### src/rtl/spi_eng_pkg.sv
package spi_eng_pkg;
  localparam int unsigned ENTRY_W = 32;

  typedef enum logic [2:0] {ST_IDLE, ST_LOAD, ST_SHIFT, ST_WEND, ST_DONE} st_e;

  function automatic logic [ENTRY_W-1:0] word_mask(input logic [4:0] bm1);
    return {ENTRY_W{1'b1}} >> (5'd31 - bm1);
  endfunction

  // container is 1, 2 or 4 bytes taken from the top of the entry
  function automatic logic [ENTRY_W-1:0] tx_extract(input logic [ENTRY_W-1:0] entry,
                                                    input logic [4:0] bm1);
    logic [ENTRY_W-1:0] c;
    if (bm1 < 5'd8)       c = {24'h0, entry[31:24]};
    else if (bm1 < 5'd16) c = {16'h0, entry[31:16]};
    else                  c = entry;
    return c & word_mask(bm1);
  endfunction
endpackage

### src/rtl/spi_eng_clkdiv.sv
module spi_eng_clkdiv #(
  parameter int unsigned DIV_W = 8
) (
  input  logic             clk_i,
  input  logic             rst_ni,
  input  logic             en_i,
  input  logic [DIV_W-1:0] half_m1_i,
  output logic             tick_o
);
  logic [DIV_W-1:0] cnt_q;

  assign tick_o = en_i && (cnt_q == half_m1_i);

  always_ff @(posedge clk_i or negedge rst_ni) begin
    if (!rst_ni)     cnt_q <= '0;
    else if (!en_i)  cnt_q <= '0;
    else if (tick_o) cnt_q <= '0;
    else             cnt_q <= cnt_q + 1'b1;
  end
endmodule

### src/rtl/spi_eng_shreg.sv
module spi_eng_shreg import spi_eng_pkg::*; (
  input  logic               clk_i,
  input  logic               rst_ni,
  input  logic               load_i,
  input  logic [ENTRY_W-1:0] tx_word_i,
  input  logic [4:0]         bm1_i,
  input  logic               launch_i,
  input  logic               sample_i,
  input  logic               sdi_i,
  output logic               sdo_o,
  output logic [ENTRY_W-1:0] rx_word_o
);
  logic [ENTRY_W-1:0] tx_q, rx_q;

  assign sdo_o     = tx_q[bm1_i];
  assign rx_word_o = rx_q;

  always_ff @(posedge clk_i or negedge rst_ni) begin
    if (!rst_ni) begin
      tx_q <= '0;
      rx_q <= '0;
    end else if (load_i) begin
      tx_q <= tx_word_i;
      rx_q <= '0;
    end else begin
      if (launch_i) tx_q <= tx_q << 1;
      if (sample_i) rx_q <= {rx_q[ENTRY_W-2:0], sdi_i};
    end
  end
endmodule

### src/rtl/spi_eng.sv
module spi_eng import spi_eng_pkg::*; #(
  parameter int unsigned DIV_W = 8,
  parameter int unsigned CNT_W = 16
) (
  input  logic               clk_i,
  input  logic               rst_ni,
  input  logic               start_i,
  input  logic [4:0]         cfg_bits_m1_i,
  input  logic               cfg_cpol_i,
  input  logic               cfg_in_first_i,
  input  logic               cfg_loop_i,
  input  logic               cfg_fast_i,
  input  logic [DIV_W-1:0]   cfg_div_i,
  input  logic [CNT_W-1:0]   cfg_count_i,
  input  logic [ENTRY_W-1:0] tx_data_i,
  input  logic               tx_valid_i,
  output logic               tx_ready_o,
  output logic [ENTRY_W-1:0] rx_data_o,
  output logic               rx_valid_o,
  output logic               sclk_o,
  output logic               mosi_o,
  input  logic               miso_i,
  output logic               cs_no,
  output logic               busy_o,
  output logic               done_o,
  output logic [CNT_W-1:0]   words_done_o
);
  st_e              st_q;
  logic [4:0]       bm1_q;
  logic             cpol_q, infirst_q, loop_q, fast_q, sclk_q;
  logic [DIV_W-1:0] div_q, half_m1;
  logic [CNT_W-1:0] cnt_q, rem_q, words_q;
  logic [5:0]       edge_q;
  logic             tick, lead, last_edge, sample_ev, launch_ev, load_ev, sdi, sdo;

  // fast mode only counts when loopback is off
  assign half_m1   = (fast_q && !loop_q) ? '0 : div_q;
  assign lead      = ~edge_q[0];
  assign last_edge = (edge_q == {bm1_q, 1'b1});
  assign sample_ev = tick && (infirst_q ? lead : !lead);
  assign launch_ev = tick && !last_edge &&
                     (infirst_q ? !lead : (lead && edge_q != '0));
  assign tx_ready_o = (st_q == ST_LOAD) && (rem_q != '0);
  assign load_ev    = tx_ready_o && tx_valid_i;
  assign sdi        = loop_q ? sdo : miso_i;

  spi_eng_clkdiv #(.DIV_W(DIV_W)) u_div (
    .clk_i     (clk_i),
    .rst_ni    (rst_ni),
    .en_i      (st_q == ST_SHIFT),
    .half_m1_i (half_m1),
    .tick_o    (tick)
  );

  spi_eng_shreg u_sh (
    .clk_i     (clk_i),
    .rst_ni    (rst_ni),
    .load_i    (load_ev),
    .tx_word_i (tx_extract(tx_data_i, bm1_q)),
    .bm1_i     (bm1_q),
    .launch_i  (launch_ev),
    .sample_i  (sample_ev),
    .sdi_i     (sdi),
    .sdo_o     (sdo),
    .rx_word_o (rx_data_o)
  );

  always_ff @(posedge clk_i or negedge rst_ni) begin
    if (!rst_ni) begin
      st_q      <= ST_IDLE;
      bm1_q     <= 5'd7;
      cpol_q    <= 1'b0;
      infirst_q <= 1'b0;
      loop_q    <= 1'b0;
      fast_q    <= 1'b0;
      div_q     <= '0;
      cnt_q     <= '0;
      rem_q     <= '0;
      words_q   <= '0;
      edge_q    <= '0;
      sclk_q    <= 1'b0;
    end else begin
      unique case (st_q)
        ST_IDLE: if (start_i) begin
          bm1_q     <= cfg_bits_m1_i;
          cpol_q    <= cfg_cpol_i;
          infirst_q <= cfg_in_first_i;
          loop_q    <= cfg_loop_i;
          fast_q    <= cfg_fast_i;
          div_q     <= cfg_div_i;
          cnt_q     <= cfg_count_i;
          rem_q     <= cfg_count_i;
          words_q   <= '0;
          sclk_q    <= cfg_cpol_i;
          st_q      <= ST_LOAD;
        end
        ST_LOAD: begin
          if (rem_q == '0) st_q <= ST_DONE;
          else if (tx_valid_i) begin
            rem_q  <= rem_q - 1'b1;
            edge_q <= '0;
            st_q   <= ST_SHIFT;
          end
        end
        ST_SHIFT: if (tick) begin
          sclk_q <= ~sclk_q;
          edge_q <= edge_q + 1'b1;
          if (last_edge) st_q <= ST_WEND;
        end
        ST_WEND: begin
          words_q <= words_q + 1'b1;
          st_q    <= ST_LOAD;
        end
        ST_DONE: st_q <= ST_IDLE;
        default: st_q <= ST_IDLE;
      endcase
    end
  end

  assign sclk_o       = (st_q == ST_IDLE) ? cfg_cpol_i : sclk_q;
  assign mosi_o       = sdo;
  assign cs_no        = (st_q == ST_IDLE) || (st_q == ST_DONE);
  assign busy_o       = (st_q != ST_IDLE);
  assign done_o       = (st_q == ST_DONE);
  assign rx_valid_o   = (st_q == ST_WEND);
  assign words_done_o = words_q;
endmodule

### config.mk
export PLATFORM = sky130hd
export DESIGN_NAME = spi_eng
export DESIGN_NICKNAME = d
export VERILOG_FILES = /design/src/rtl/spi_eng_pkg.sv /design/src/rtl/spi_eng_clkdiv.sv /design/src/rtl/spi_eng_shreg.sv /design/src/rtl/spi_eng.sv
export SDC_FILE = /design/constraint.sdc
export NUM_CORES = 1
export LEC_CHECK = 0
export BUFFER_PORTS_ARGS = -buffer_cell sky130_fd_sc_hd__buf_2
export CORE_MARGIN = 10
export CORE_UTILIZATION = 55
export CTS_CLUSTER_SIZE = 25
export DETAILED_ROUTE_END_ITERATION = 10
export HOLD_SLACK_MARGIN = 0.1
export PLACE_DENSITY = 0.82
export RECOVER_POWER = 100
export SLEW_MARGIN = 10
export SYNTH_ARGS = -nofsm -noshare
export SYNTH_HDL_FRONTEND = slang
export SYNTH_SLANG_ARGS = --single-unit
### constraint.sdc
create_clock -name clk_i -period 6.3 [get_ports clk_i]
set_input_delay 1.26 -clock clk_i [delete_from_list [all_inputs] [get_ports clk_i]]
set_output_delay 1.26 -clock clk_i [all_outputs]
set_load 0.005 [all_outputs]
==> flow_summary.toml <==
[flow_run]
drv_cap = 3

[timing]
period_minus_slack_ns = 4.222
report.final.slew_viol_count = 122
fin_crit_sh_pct = 67.01
max_freq_ghz = 0.2369
fin_worst_skew_ns = 0.01053
rsz0062_at_grt = "no"
setup_ws_ns = 2.078
setup_violations = 0
hold_viol_final = 0
worst_pin_slew_ns = 3.451
slew_headroom_pct = -130.1
tns_ns = 0

[run_status]
violations = "capacitance limit, slew limit"
status = "finished, violations left"

[setup_path]
path_cells = "clkbuf_1 -> buf_4"
worst_setup_path_start_kind = "input pin"
startpoint = "rst_ni"
cp.required_ns = 6.75
rr_endpoint = "u_sh.rx_word_o[7]"
cp-endpoint = "u_sh.rx_word_o[20]"
rrSetupSlack_ns = 2.50
path_delay_family = "buffers and inverters"
r2r-start = "loop_q"
crit_cells = 2
arrival_ns = 4.67
critPathKind = "in -> async"
worst_path_max_delay_cell = "clkbuf_1"
endpoint_kind = "asynchronous set/reset pin"
crit_fanout = 68
max_stage_delay_ns = 2.38
r2r_cells = 7
crit_buf_inv = 2

[die]
fp.dieH_microns = 135.2
rows = 42
die_w_microns = 135.2
pin_count = 125
initial_utilization_pct = 55.60
dieArea_sq_mm = 0.01829
core_area_sq_mm = 0.01314

[clock_network]
numCtsBuffers = 17
clk_latency_ns = 0.43
clockBufferDepth = 2
clock-root-buffer = "clkbuf_16"
cts_resized = 0
holdBufCountCts = 0
cts_setup_buffers = 0
clock-sinks = 130
h-tree-depth = 4
tritoncts = "built"
clk_pin_slew_worst_paths_ns = 0.05

[logic_synthesis]
ys_seq_elements = 130
netlist.area_leader.share_pct = 43.51
ys_seq_area_share_pct = 44.59
syn-num-nets = 842
synthArstFlopShare_pct = 100.0
synth_area_leader_cell = "dfrtp_1"
post_synth_inst_count = 766
synth_area_sq_mm = 0.007305
synth_edf_count = 0
avgSynthCellArea_sq_um = 9.536
synthDistinctLibCells = 66
synth-main-ff-cell = "dfrtp_1"
synth-warning-count = 0
ys_top_cells_by_area = "dfrtp_1 44%, mux2i_1 7.0%, a21oi_1 3.8%"

[detailed_routing]
wire_per_inst_microns = 18.10
drc = 0
dr.first_iter.drc_count = 663
drt_wl_total_microns = 18990
via_count = 6430
firstDrtPassIters = 5
viasPerCell = 6.130
ant_nets = 0

[cells_and_area]
multi_input_area_sq_mm = 0.003565
n_antenna_cell = 0
synthToLayoutAreaGrowth_pct = 15.88
nets = 936
fillCellCount = 1088
register_area_sq_mm = 0.003257
postLayoutCellArea_sq_mm = 0.008464
drive_above_1_share_pct = 17.75

[global_routing]
grt_pass1_vias = 6166
grt_max_degree = 69
grt_usage_pct = 20.56
grt_remaining_overflow = 0
grt_pass1_wl_microns = 30920
grt_antenna_before_repair = 0

[power]
irDropWorstVdd_uv = 306.7
p_leak_nw = 3.553
powerDensity_mw_per_mm2 = 446.9

[place]
place_hpwl_microns = 12740
place_ws_ns = 2.966
gp_congestion = 0.9363
placed_area_sq_mm = 0.007906
numPortBuffers = 124

[hold_path]
hold_path.class = "reg -> reg"
hold_start = "words_done_o[15]"
## sequential cells by signal (all words and copies together), names as in the netlist
| name | cells |
|---|---|
| edge_q | 6 |
| fast_q | 1 |
| words_done_o | 16 |
| u_sh.rx_word_o | 32 |
| sclk_q | 1 |
| infirst_q | 1 |
| bm1_q | 5 |
| rem_q | 16 |
| div_q | 8 |
| u_div.cnt_q | 8 |
| st_q | 3 |
| u_sh.tx_q | 32 |
| loop_q | 1 |
## worst min-delay path by stage
stage	to	slack [ns]	cells past startpoint
6_report	words_done_o[15]	0.48	1
5_1_grt	words_done_o[15]	0.52	1
4_1_cts	words_done_o[15]	0.49	1
3_5_place_dp	words_done_o[15]	0.48	1
3_3_place_gp	words_done_o[15]	0.47	1
2_1_floorplan	rem_q[8]	0.45	1
## routing by layer
layer	wire [microns]	global-route usage (%)	up-vias
met4	361	7.536	0
li1	-	-	2993
met5	0	0	-
met1	7942	26.35	3103
met2	9059	32.31	302
met3	1623	6.046	32
## Yosys cell counts (4+ instances only)
master,n
a21oi_1,55
a31oi_1,44
xnor2_1,10
a221oi_1,7
buf_6,9
o32ai_1,6
and3_1,11
clkbuf_1,25
inv_1,40
xor2_1,7
nand2b_1,9
mux2i_1,51
nor2_1,43
mux2_2,20
dfrtp_1,127
a22oi_1,9
ha_1,6
a211oi_1,6
o21ai_1,7
o21ai_0,52
nand4_1,7
nor4bb_1,4
nand2_1,71
or3_1,4
buf_2,19
o2bb2ai_1,4
nor2b_1,4
nor3_1,11
a21o_1,4
mux4_2,6
nand3_1,27
## per-stage QoR
step / total power (W) / hold slack (ns) / instances / utilization [%]
final: 0.003783 / 0.4834 / 1049 / 64.43
after global routing: 0.004011 / 0.5194 / 1049 / 64.43
after CTS: 0.003800 / 0.4927 / 1049 / 65.06
after detailed placement: 0.002709 / 0.4811 / 1017 / 60.18
after global placement: 0.002666 / 0.4692 / 1017 / 60.18
after floorplan: 0.002384 / 0.4497 / 766 / -
## layout by cell type, fill, tap and decap left out, types with 7 or more instances in the layout
master / count
nand3_1: 27
clkbuf_1: 43
xor2_1: 7
inv_1: 40
xnor2_1: 10
clkbuf_16: 17
buf_2: 85
nor2_1: 43
nand4_1: 8
a31oi_1: 44
nand2_1: 70
buf_4: 7
a221oi_1: 7
nand2b_1: 9
nor3_1: 12
o21ai_0: 54
mux2_2: 19
a21oi_1: 56
dfrtp_1: 127
a22oi_1: 9
and3_1: 11
mux2i_1: 51
## cells by family (layout without fill, tap and decap cells)
group	Yosys count	count (layout)	share of synthesized area (%)
AO/OA/AOI/OAI	226	226	19.30
XOR/XNOR	17	17	2.038
adder cells (fa/ha/maj)	6	6	1.028
buffers and inverters	98	205	6.441
flip-flops	130	130	44.59
multiplexers	77	77	11.92
AND/OR/NAND/NOR	212	212	14.68
## layout make-up
class                           instances  area share, %
Clock buffer                           25          5.854
Clock inverter                          7          1.715
Inverter                               40          1.774
Multi-Input combinational cell        538          42.11
Sequential cell                       130          38.48
Tap cell                              176          2.602
Timing Repair Buffer                  133          7.465
## power by group
| group | switching, W | internal, W | leakage [nW] |
|---|---|---|---|
| clock | 0.000362 | 0.000707 | 0.308 |
| sequential | 0.000302 | 0.00108 | 1.67 |
| combinational | 0.000774 | 0.000562 | 1.58 |
| total | 0.00144 | 0.00235 | 3.55 |
(Power assumes the default switching activity.)
